## src/rtl/svid_pkg.sv

```systemverilog
package svid_pkg;
  localparam int unsigned CHAR_W  = 10;
  localparam int unsigned SCR_LEN = 9;
  localparam int unsigned SCR_TAP = 4;

  typedef enum logic [1:0] {
    PATH_IDLE = 2'd0,
    PATH_RAW  = 2'd1,
    PATH_ENC  = 2'd2
  } path_e;
endpackage

```

## src/rtl/svid_in_stage.sv

```systemverilog
module svid_in_stage
  import svid_pkg::*;
#(
  parameter int unsigned W = CHAR_W
) (
  input  logic         clk_i,
  input  logic         rst_ni,
  input  logic         valid_i,
  input  logic [W-1:0] char_i,
  input  logic         bypass_i,
  input  logic         alt_mode_i,
  output logic [W-1:0] char_o,
  output path_e        path_o
);
  logic vld_q, byp_q, alt_q;
  logic [W-1:0] char_q;

  always_ff @(posedge clk_i or negedge rst_ni) begin
    if (!rst_ni) begin
      vld_q  <= 1'b0;
      byp_q  <= 1'b0;
      alt_q  <= 1'b0;
      char_q <= '0;
    end else begin
      vld_q <= valid_i;
      if (valid_i) begin
        byp_q  <= bypass_i;
        alt_q  <= alt_mode_i;
        char_q <= char_i;
      end
    end
  end

  // alternate transport overrides bypass
  always_comb begin
    if (!vld_q)              path_o = PATH_IDLE;
    else if (alt_q || byp_q) path_o = PATH_RAW;
    else                     path_o = PATH_ENC;
  end

  assign char_o = char_q;
endmodule

```

## src/rtl/svid_scr_stage.sv

```systemverilog
module svid_scr_stage #(
  parameter int unsigned W   = 10,
  parameter int unsigned L   = 9,
  parameter int unsigned TAP = 4
) (
  input  logic         clk_i,
  input  logic         rst_ni,
  input  logic         adv_i,
  input  logic [W-1:0] data_i,
  output logic [W-1:0] scr_o,
  output logic [L-1:0] state_o
);
  localparam int unsigned TAP_IDX = TAP - 1;
  localparam int unsigned MSB_IDX = L - 1;

  logic [L-1:0] state_q;
  logic [L-1:0] hist [W+1];
  logic [W-1:0] scr_w;

  assign hist[0] = state_q;

  // hist[i][0] is the most recent scrambled bit
  for (genvar i = 0; i < W; i++) begin : g_bit
    assign scr_w[i]   = data_i[i] ^ hist[i][TAP_IDX] ^ hist[i][MSB_IDX];
    assign hist[i+1]  = {hist[i][L-2:0], scr_w[i]};
  end

  always_ff @(posedge clk_i or negedge rst_ni) begin
    if (!rst_ni)    state_q <= '0;
    else if (adv_i) state_q <= hist[W];
  end

  assign scr_o   = scr_w;
  assign state_o = state_q;
endmodule

```

## src/rtl/svid_nrzi_stage.sv

```systemverilog
module svid_nrzi_stage #(
  parameter int unsigned W = 10
) (
  input  logic         clk_i,
  input  logic         rst_ni,
  input  logic         adv_i,
  input  logic [W-1:0] data_i,
  output logic [W-1:0] line_o,
  output logic         level_o
);
  logic         level_q;
  logic [W:0]   lvl;

  assign lvl[0] = level_q;

  for (genvar i = 0; i < W; i++) begin : g_bit
    assign lvl[i+1] = data_i[i] ^ lvl[i];
  end

  always_ff @(posedge clk_i or negedge rst_ni) begin
    if (!rst_ni)    level_q <= 1'b0;
    else if (adv_i) level_q <= lvl[W];
  end

  assign line_o  = lvl[W:1];
  assign level_o = level_q;
endmodule

```

## src/rtl/svid_encoder.sv

```systemverilog
module svid_encoder
  import svid_pkg::*;
#(
  parameter int unsigned W   = CHAR_W,
  parameter int unsigned L   = SCR_LEN,
  parameter int unsigned TAP = SCR_TAP
) (
  input  logic         clk_i,
  input  logic         rst_ni,
  input  logic         valid_i,
  input  logic [W-1:0] char_i,
  input  logic         bypass_i,
  input  logic         alt_mode_i,
  output logic [W-1:0] word_o
);
  logic [W-1:0] char_q;
  path_e        path;
  logic         enc_adv;
  logic [W-1:0] scr_w;
  logic [W-1:0] line_w;
  logic [L-1:0] scr_state;
  logic         nrzi_level;
  logic [W-1:0] word_q;

  svid_in_stage #(.W(W)) u_in (
    .clk_i      (clk_i),
    .rst_ni     (rst_ni),
    .valid_i    (valid_i),
    .char_i     (char_i),
    .bypass_i   (bypass_i),
    .alt_mode_i (alt_mode_i),
    .char_o     (char_q),
    .path_o     (path)
  );

  assign enc_adv = (path == PATH_ENC);

  svid_scr_stage #(.W(W), .L(L), .TAP(TAP)) u_scr (
    .clk_i   (clk_i),
    .rst_ni  (rst_ni),
    .adv_i   (enc_adv),
    .data_i  (char_q),
    .scr_o   (scr_w),
    .state_o (scr_state)
  );

  svid_nrzi_stage #(.W(W)) u_nrzi (
    .clk_i   (clk_i),
    .rst_ni  (rst_ni),
    .adv_i   (enc_adv),
    .data_i  (scr_w),
    .line_o  (line_w),
    .level_o (nrzi_level)
  );

  always_ff @(posedge clk_i or negedge rst_ni) begin
    if (!rst_ni) word_q <= '0;
    else begin
      case (path)
        PATH_ENC: word_q <= line_w;
        PATH_RAW: word_q <= char_q;
        default:  word_q <= word_q;
      endcase
    end
  end

  assign word_o = word_q;
endmodule

```

## config.mk

```make
export PLATFORM = sky130hd
export DESIGN_NAME = svid_encoder
export DESIGN_NICKNAME = d
export VERILOG_FILES = /design/src/rtl/svid_pkg.sv /design/src/rtl/svid_in_stage.sv /design/src/rtl/svid_scr_stage.sv /design/src/rtl/svid_nrzi_stage.sv /design/src/rtl/svid_encoder.sv
export SDC_FILE = /design/constraint.sdc
export NUM_CORES = 1
export LEC_CHECK = 0
export CAP_MARGIN = 20
export CORE_MARGIN = 2
export CORE_UTILIZATION = 45
export CTS_CLUSTER_SIZE = 28
export DETAILED_ROUTE_END_ITERATION = 6
export PLACE_DENSITY = 0.68
export SLEW_MARGIN = 20
export SYNTH_ARGS = -nofsm -noshare
export SYNTH_HDL_FRONTEND = slang
export SYNTH_HIERARCHICAL = 1
export SYNTH_SLANG_ARGS = --single-unit
export TNS_END_PERCENT = 30
```

## constraint.sdc

```tcl
create_clock -name clk_i -period 6.65 [get_ports clk_i]
set_input_delay 1.33 -clock clk_i [delete_from_list [all_inputs] [get_ports clk_i]]
set_output_delay 1.33 -clock clk_i [all_outputs]
set_load 0.005 [all_outputs]
```

==> qor.log, run 1 <==
[timing] final hold violations 0
[timing] final count of pins violating max slew 0
[logic_synthesis] most used flip-flop cell after synthesis dfrtp_1
[layout] ANT cells 0
[logic_synthesis] async set-or-reset flop fraction in the synthesized netlist 100%
[logic_synthesis] Synth area leaders dfrtp_1, xnor2_1, mux2_4
[global_route] met3 Track Usage GR 4.00%
[clocking] number of setup buffers added after CTS 0
[global_route] initial antenna violation count 0
[logic_synthesis] total number of yosys warnings 6
[worst_setup_path] cell type of the slowest stage on the worst timing path xor3_1
[worst_setup_path] Data required, critical path 6.83 ns
[routing] DR vias/cell 4.86
[logic_synthesis] library cell with the largest summed area after synthesis dfrtp_1
[layout] layout cells sized above 1 24.5%
[worst_setup_path] top cell family by delay on the critical path XOR/XNOR gates
[worst_setup_path] crit path buf inv count 0
[worst_setup_path] crit-path cells xor3_1, xnor2_2, xor2_1, xor2_2, xnor3_2, mux2_4
[logic_synthesis] proportion of netlist area held by the largest area contributor 46.0%
[timing] Sum Neg Setup Slack 0 ns
[logic_synthesis] Yosys cell types 22
[die] Die Footprint 4510 sq um
[logic_synthesis] sequential element share of the synthesized area 46.0%
[timing] Final period util 40.1%
[timing] maximum clock frequency 375 MHz
[global_route] aggregate global-route resource usage 16.4%
[logic_synthesis] Net Count, Synth 148
[routing] detailed-router iteration count before antenna repair 4
[timing] worst hold-check slack 0.484 ns
[clocking] Sinks on Clock Net 33
[global_route] Most Used Layer, Global Route met2
[logic_synthesis] cell with the most instances after synthesis dfrtp_1
[place] GPL Wtd Cong 0.740
[routing] wire length reported by the detailed router 2.96 mm
[global_route] vias in the first global route 1112
[worst_setup_path] Critical Path Sink Type flip-flop
[worst_setup_path] Data arrival, critical path 2.84 ns
[global_route] met2 track demand over resource in global routing 25.1%
[logic_synthesis] Post-Synthesis Cell Area 1800 sq um
[worst_setup_path] maximum cell stage delay along the critical path 0.56 ns
[timing] final critical delay including setup and external delays 2.67 ns
[global_route] maximum number of pins on one net before global-route repair 34
[clocking] CTS Buf Count 5
[clocking] total of hold buffers inserted after clock tree synthesis 0
[routing] drt wl/cell 14.3 um
[routing] number of antenna-violating nets in the routed design 0
[place] IO Port Bufs 24
[die] number of I/O pins 25
[die] height of the die 67.2 um
[routing] number of vias in the routed layout 1005
[clocking] Clock Latency Late Sink 0.29 ns
[logic_synthesis] Post-Syn Instances 131
[timing] RSZ-0062 raised after global routing false
[layout] Area growth, synth to finish 19.7%
[clocking] post-cts resize count 0
[die] cell row count 22
[logic_synthesis] leading cell types by count after synthesis dfrtp_1, xnor2_1, mux2_2, mux2_4
[timing] headroom to the max-slew limit 48.6%
[worst_setup_path] Worst Setup Path Type reg -> reg
[worst_setup_path] worst-path fanout max 4
[clocking] clock tree from TritonCTS done
[clocking] H-Tree Level Count 2
[clocking] Clock Tree Root clkbuf_8
[clocking] clock transition at the register clock pins on the worst setup and hold paths after CTS 0.07 ns
[worst_setup_path] R2R setup slack 3.98 ns
[layout] final net count 175
[logic_synthesis] Avg Inst Size Synth 13.7 sq um
[job] max cap viols 0
[timing] slew at the pin closest to its max-slew limit 0.769 ns
[global_route] global-route wire length before repair 5.26 mm
[die] initial core utilization 48.0%
[logic_synthesis] count of state elements after synthesis 33
[worst_setup_path] Worst setup SP type flip-flop
[global_route] overall overflow remaining after global route 0
[die] core footprint 3740 sq um
[die] Die Width 67.2 um
[routing] DR DRC count 0
[timing] final count of negative-setup-slack endpoints 0
[logic_synthesis] number of synthesized flops with an enable pin 0
[routing] detailed router's first-iteration violation count 59
[run_status] run status finished clean
[global_route] met1 routing resource usage after global routing 21.5%
[clocking] buffer depth of the longest clock path 2
[hold_path] class of the most critical hold timing path reg -> reg
[timing] post-route clock skew 0.00569 ns
## layout make-up
type	instances	area [sq um]
repair buffers	25	248
clock buffers	6	72.6
multi-input cells	89	920
clock inverters	2	10.0
inverters	4	15.0
flip-flops and latches	33	826
fillers	336	1590
well taps	48	60.1
## registers in the layout (all words and copies together), names as in the netlist
register / cells
u_in/byp_q: 1
u_in/char_o: 10
u_in/vld_q: 1
u_scr/state_o: 9
u_in/alt_q: 1
u_nrzi/level_o: 1
word_o: 10
## cells in the final DEF, fill, tap and decap left out, drive strengths merged, types with 2 or more instances in the layout
cell type / count
xnor3: 2
inv: 4
mux2i: 10
ha: 2
clkbuf: 6
mux2: 22
xor2: 4
xor3: 2
clkinv: 2
o21ai: 10
nand2: 10
xnor2: 25
dfrtp: 33
clkdlybuf4s50: 24
## kinds of logic after synthesis
logic type / count (synthesis) / share of synthesized area, %
and+or+nand+nor: 11 / 2.51
muxes: 32 / 21.7
buffers and inverters: 9 / 2.85
DFF: 33 / 46.0
adders and majority gates: 2 / 1.39
AOI/OAI and AO/OA: 11 / 3.41
xor gates and xnor gates: 33 / 22.2
## routing by layer
layer,routed length [um],vias up,part of all wire (%)
li1,-,492,-
met1,1420,488,48
met2,1380,18,47
met3,100,7,3.4
met4,59,0,2.0
met5,0,-,0
## path summary, 6_finish.rpt
path                                                 to  depth (start not counted)                        from
setup reg to reg             u_nrzi/level_o$_DFFE_PN0P_                          6  u_in/char_o[1]$_DFFE_PN0P_
max in group asynchronous  u_scr/state_o[7]$_DFFE_PN0P_                          2                      rst_ni
hold / removal                    word_o[4]$_DFFE_PN0P_                          2       word_o[4]$_DFFE_PN0P_
hold reg to reg                   word_o[4]$_DFFE_PN0P_                          2       word_o[4]$_DFFE_PN0P_
setup / recovery             u_nrzi/level_o$_DFFE_PN0P_                          6  u_in/char_o[1]$_DFFE_PN0P_
min in group asynchronous    u_in/char_o[7]$_DFFE_PN0P_                          2                      rst_ni
## per-stage QoR
| step | setup WS, ns | util [%] | area [sq um] | cells |
|---|---|---|---|---|
| floorplan | 4.25 | - | 1800 | 131 |
| global placement | 3.83 | 55.2 | 2070 | 199 |
| detailed placement | 3.81 | 55.2 | 2070 | 199 |
| CTS | 3.99 | 57.5 | 2150 | 207 |
| global route | 3.85 | 57.5 | 2150 | 207 |
| finish | 3.98 | 57.5 | 2150 | 207 |
## worst min-delay path, stage by stage (launching register included)
cell and delay, ns:
dfrtp_1 0.34, nand2_1 0.05, o21ai_1 0.06
Power of run 1 is not shown: default switching activity piles up to over one toggle a cycle in this logic, so the estimate is an artifact.
==> run 2: changes to the inputs <==
- PLACE_DENSITY: 0.68 -> 0.7
- clock period: 6.65 -> 2.2 ns (I/O delays scaled with it)
==> qor.log, run 2 (same netlist as run 1, synthesis figures left out) <==
[routing] DR DRC count 0 [unchanged]
[clocking] Clock Tree Root clkbuf_8 [unchanged]
[layout] layout cells sized above 1 36.2% [was 24.5%]
[global_route] vias in the first global route 1128 [was 1112]
[worst_setup_path] Critical Path Sink Type flip-flop [unchanged]
[global_route] maximum number of pins on one net before global-route repair 34 [unchanged]
[run_status] violated checks setup timing
[worst_setup_path] terminus of the critical flop-to-flop path u_nrzi/level_o$_DFFE_PN0P_ [unchanged]
[routing] wire length reported by the detailed router 3.26 mm [was 2.96 mm]
[clocking] total of hold buffers inserted after clock tree synthesis 0 [unchanged]
[hold_path] Hold EP word_o[4]$_DFFE_PN0P_ [unchanged]
[global_route] met3 Track Usage GR 3.50% [was 4.00%]
[place] GPL Wtd Cong 0.809 [was 0.740]
[hold_path] startpoint of the worst hold path word_o[4]$_DFFE_PN0P_ [unchanged]
[global_route] aggregate global-route resource usage 17.3% [was 16.4%]
[routing] drt wl/cell 14.5 um [was 14.3 um]
[routing] detailed router's first-iteration violation count 45 [was 59]
[global_route] Most Used Layer, Global Route met2 [unchanged]
[timing] headroom to the max-slew limit 58.9% [was 48.6%]
[place] post-place setup slack -0.167 ns [was 3.81 ns]
[layout] most common cell after layout, fill and taps aside dfrtp_1 [unchanged]
[worst_setup_path] Worst Setup Path Type reg -> reg [unchanged]
[clocking] Clock Latency Late Sink 0.28 ns [was 0.29 ns]
[timing] final critical delay including setup and external delays 2.34 ns [was 2.67 ns]
[die] Die Width 67.2 um [unchanged]
[routing] DR vias/cell 4.79 [was 4.86]
[clocking] Sinks on Clock Net 33 [unchanged]
[timing] final count of negative-setup-slack endpoints 7 [was 0]
[worst_setup_path] worst reg-to-reg path cell count 6 [unchanged]
[timing] final hold violations 0 [unchanged]
[worst_setup_path] cell type of the slowest stage on the worst timing path xor3_2 [was xor3_1]
[place] dpl hpwl 2.41 mm
[timing] maximum clock frequency 427 MHz [was 375 MHz]
[job] max cap viols 0 [unchanged]
[timing] worst setup margin -0.141 ns [was 3.98 ns]
[worst_setup_path] crit-path cells xor3_2, xnor2_4, xor2_2, xor2_2, xnor3_2, mux2_4 [was xor3_1, xnor2_2, xor2_1, xor2_2, xnor3_2, mux2_4]
[global_route] met1 routing resource usage after global routing 22.3% [was 21.5%]
[run_status] run status complete, but fails checks [was finished clean]
[worst_setup_path] maximum cell stage delay along the critical path 0.50 ns [was 0.56 ns]
[timing] final count of pins violating max slew 0 [unchanged]
[clocking] buffer depth of the longest clock path 2 [unchanged]
[timing] post-route clock skew 0.00543 ns [was 0.00569 ns]
[layout] final net count 193 [was 175]
[layout] commonest cells after routing, fill and taps aside dfrtp_1, clkdlybuf4s50_1, buf_4 [was dfrtp_1, clkdlybuf4s50_1, xnor2_1]
[global_route] overall overflow remaining after global route 0 [unchanged]
[routing] number of antenna-violating nets in the routed design 0 [unchanged]
[worst_setup_path] Most Frequent Cell on Critical Path xor2_2
[hold_path] class of the most critical hold timing path reg -> reg [unchanged]
[die] initial core utilization 48.0% [unchanged]
[worst_setup_path] worst-path fanout max 4 [unchanged]
[worst_setup_path] RR Startpoint u_in/char_o[0]$_DFFE_PN0P_ [was u_in/char_o[1]$_DFFE_PN0P_]
[routing] number of vias in the routed layout 1077 [was 1005]
[clocking] H-Tree Level Count 2 [unchanged]
[worst_setup_path] Data arrival, critical path 2.51 ns [was 2.84 ns]
[timing] RSZ-0062 raised after global routing true [was false]
[worst_setup_path] Data required, critical path 2.37 ns [was 6.83 ns]
[die] height of the die 67.2 um [unchanged]
[die] core footprint 3740 sq um [unchanged]
[global_route] global-route wire length before repair 5.58 mm [was 5.26 mm]
[place] placed instance area 2220 sq um [was 2070 sq um]
[worst_setup_path] Worst setup SP type flip-flop [unchanged]
[layout] ANT cells 0 [unchanged]
[layout] filler cell count in the final layout 317 [was 336]
[die] cell row count 22 [unchanged]
[clocking] CTS Buf Count 5 [unchanged]
[layout] Area growth, synth to finish 31.1% [was 19.7%]
[layout] final cell area excluding filler cells 2350 sq um [was 2150 sq um]
[timing] slew at the pin closest to its max-slew limit 0.616 ns [was 0.769 ns]
[hold_path] WHS Path Cells 2 [unchanged]
[worst_setup_path] R2R setup slack -0.14 ns [was 3.98 ns]
[global_route] met2 track demand over resource in global routing 27.7% [was 25.1%]
[clocking] clock transition at the register clock pins on the worst setup and hold paths after CTS 0.07 ns [about the same]
[routing] detailed-router iteration count before antenna repair 6 [was 4]
[die] Die Footprint 4510 sq um [unchanged]
[timing] worst hold-check slack 0.497 ns [was 0.484 ns]
[clocking] clock tree from TritonCTS done [unchanged]
[global_route] initial antenna violation count 0 [unchanged]
[timing] Final period util 106% [was 40.1%]
[place] IO Port Bufs 24 [unchanged]
[die] number of I/O pins 25 [unchanged]
-- run 2: changes by cell type in the layout (fill, tap and decap cells not counted), sizes merged --
cell    previous run  this run
clkbuf             6         7
buf                1        19
clkinv             2         1
-- run 2: critical path, delay by kind of cell, from the launching register on --
family        cells  cell delay (ns)
flip-flops        1             0.40
XOR/XNOR          5             1.57
multiplexers      1             0.26
-- run 2: cell type report --
cell class / count / area, sq um / share of cell area (%)
multi-input combinational: 89 / 970 / 41.2
sequential: 33 / 826 / 35.1
timing repair buffer: 43 / 383 / 16.3
clock buffer: 7 / 96.3 / 4.09
tap: 48 / 60.1 / 2.55
inverter: 4 / 15.0 / 0.638
clock inverter: 1 / 5.00 / 0.213
-- run 2: per-stage QoR --
step	std cells	util, %	TNS [ns]
finish	225	62.9	-0.608
floorplan	131	-	-0.163
CTS	225	62.7	-0.623
global route	225	62.9	-1.45
global placement	216	59.4	-0.220
detailed placement	216	59.4	-0.541
-- run 2: worst max path at each step --
stage,startpoint,endpoint,cells after the start
floorplan,u_in/char_o[0]$_DFFE_PN0P_,u_nrzi/level_o$_DFFE_PN0P_,6
global placement,u_in/char_o[0]$_DFFE_PN0P_,u_nrzi/level_o$_DFFE_PN0P_,7
CTS,u_in/char_o[0]$_DFFE_PN0P_,u_nrzi/level_o$_DFFE_PN0P_,6
finish,u_in/char_o[0]$_DFFE_PN0P_,u_nrzi/level_o$_DFFE_PN0P_,6
global route,u_scr/state_o[8]$_DFFE_PN0P_,word_o[9]$_DFFE_PN0P_,8
detailed placement,u_scr/state_o[8]$_DFFE_PN0P_,u_nrzi/level_o$_DFFE_PN0P_,7
-- run 2: repair_timing --
| action | CTS | global route |
|---|---|---|
| endpoints found under the setup margin | 7 | 7 |
| gates cloned | 0 | 0 |
| pin swaps | 2 | 0 |
| buffers inserted | 1 | 0 |
| endpoints found under the hold margin | 0 | 0 |
| gates resized for setup | 2 | 1 |
-- run 2: metal layers --
layer / vias to the layer above / routed length, um / share of wire (%)
met5: - / 0 / 0
met4: 0 / 59 / 1.8
met3: 5 / 103 / 3.2
met2: 19 / 1610 / 50
met1: 525 / 1480 / 45
li1: 528 / - / -
Power of run 2 is left out for the same reason.
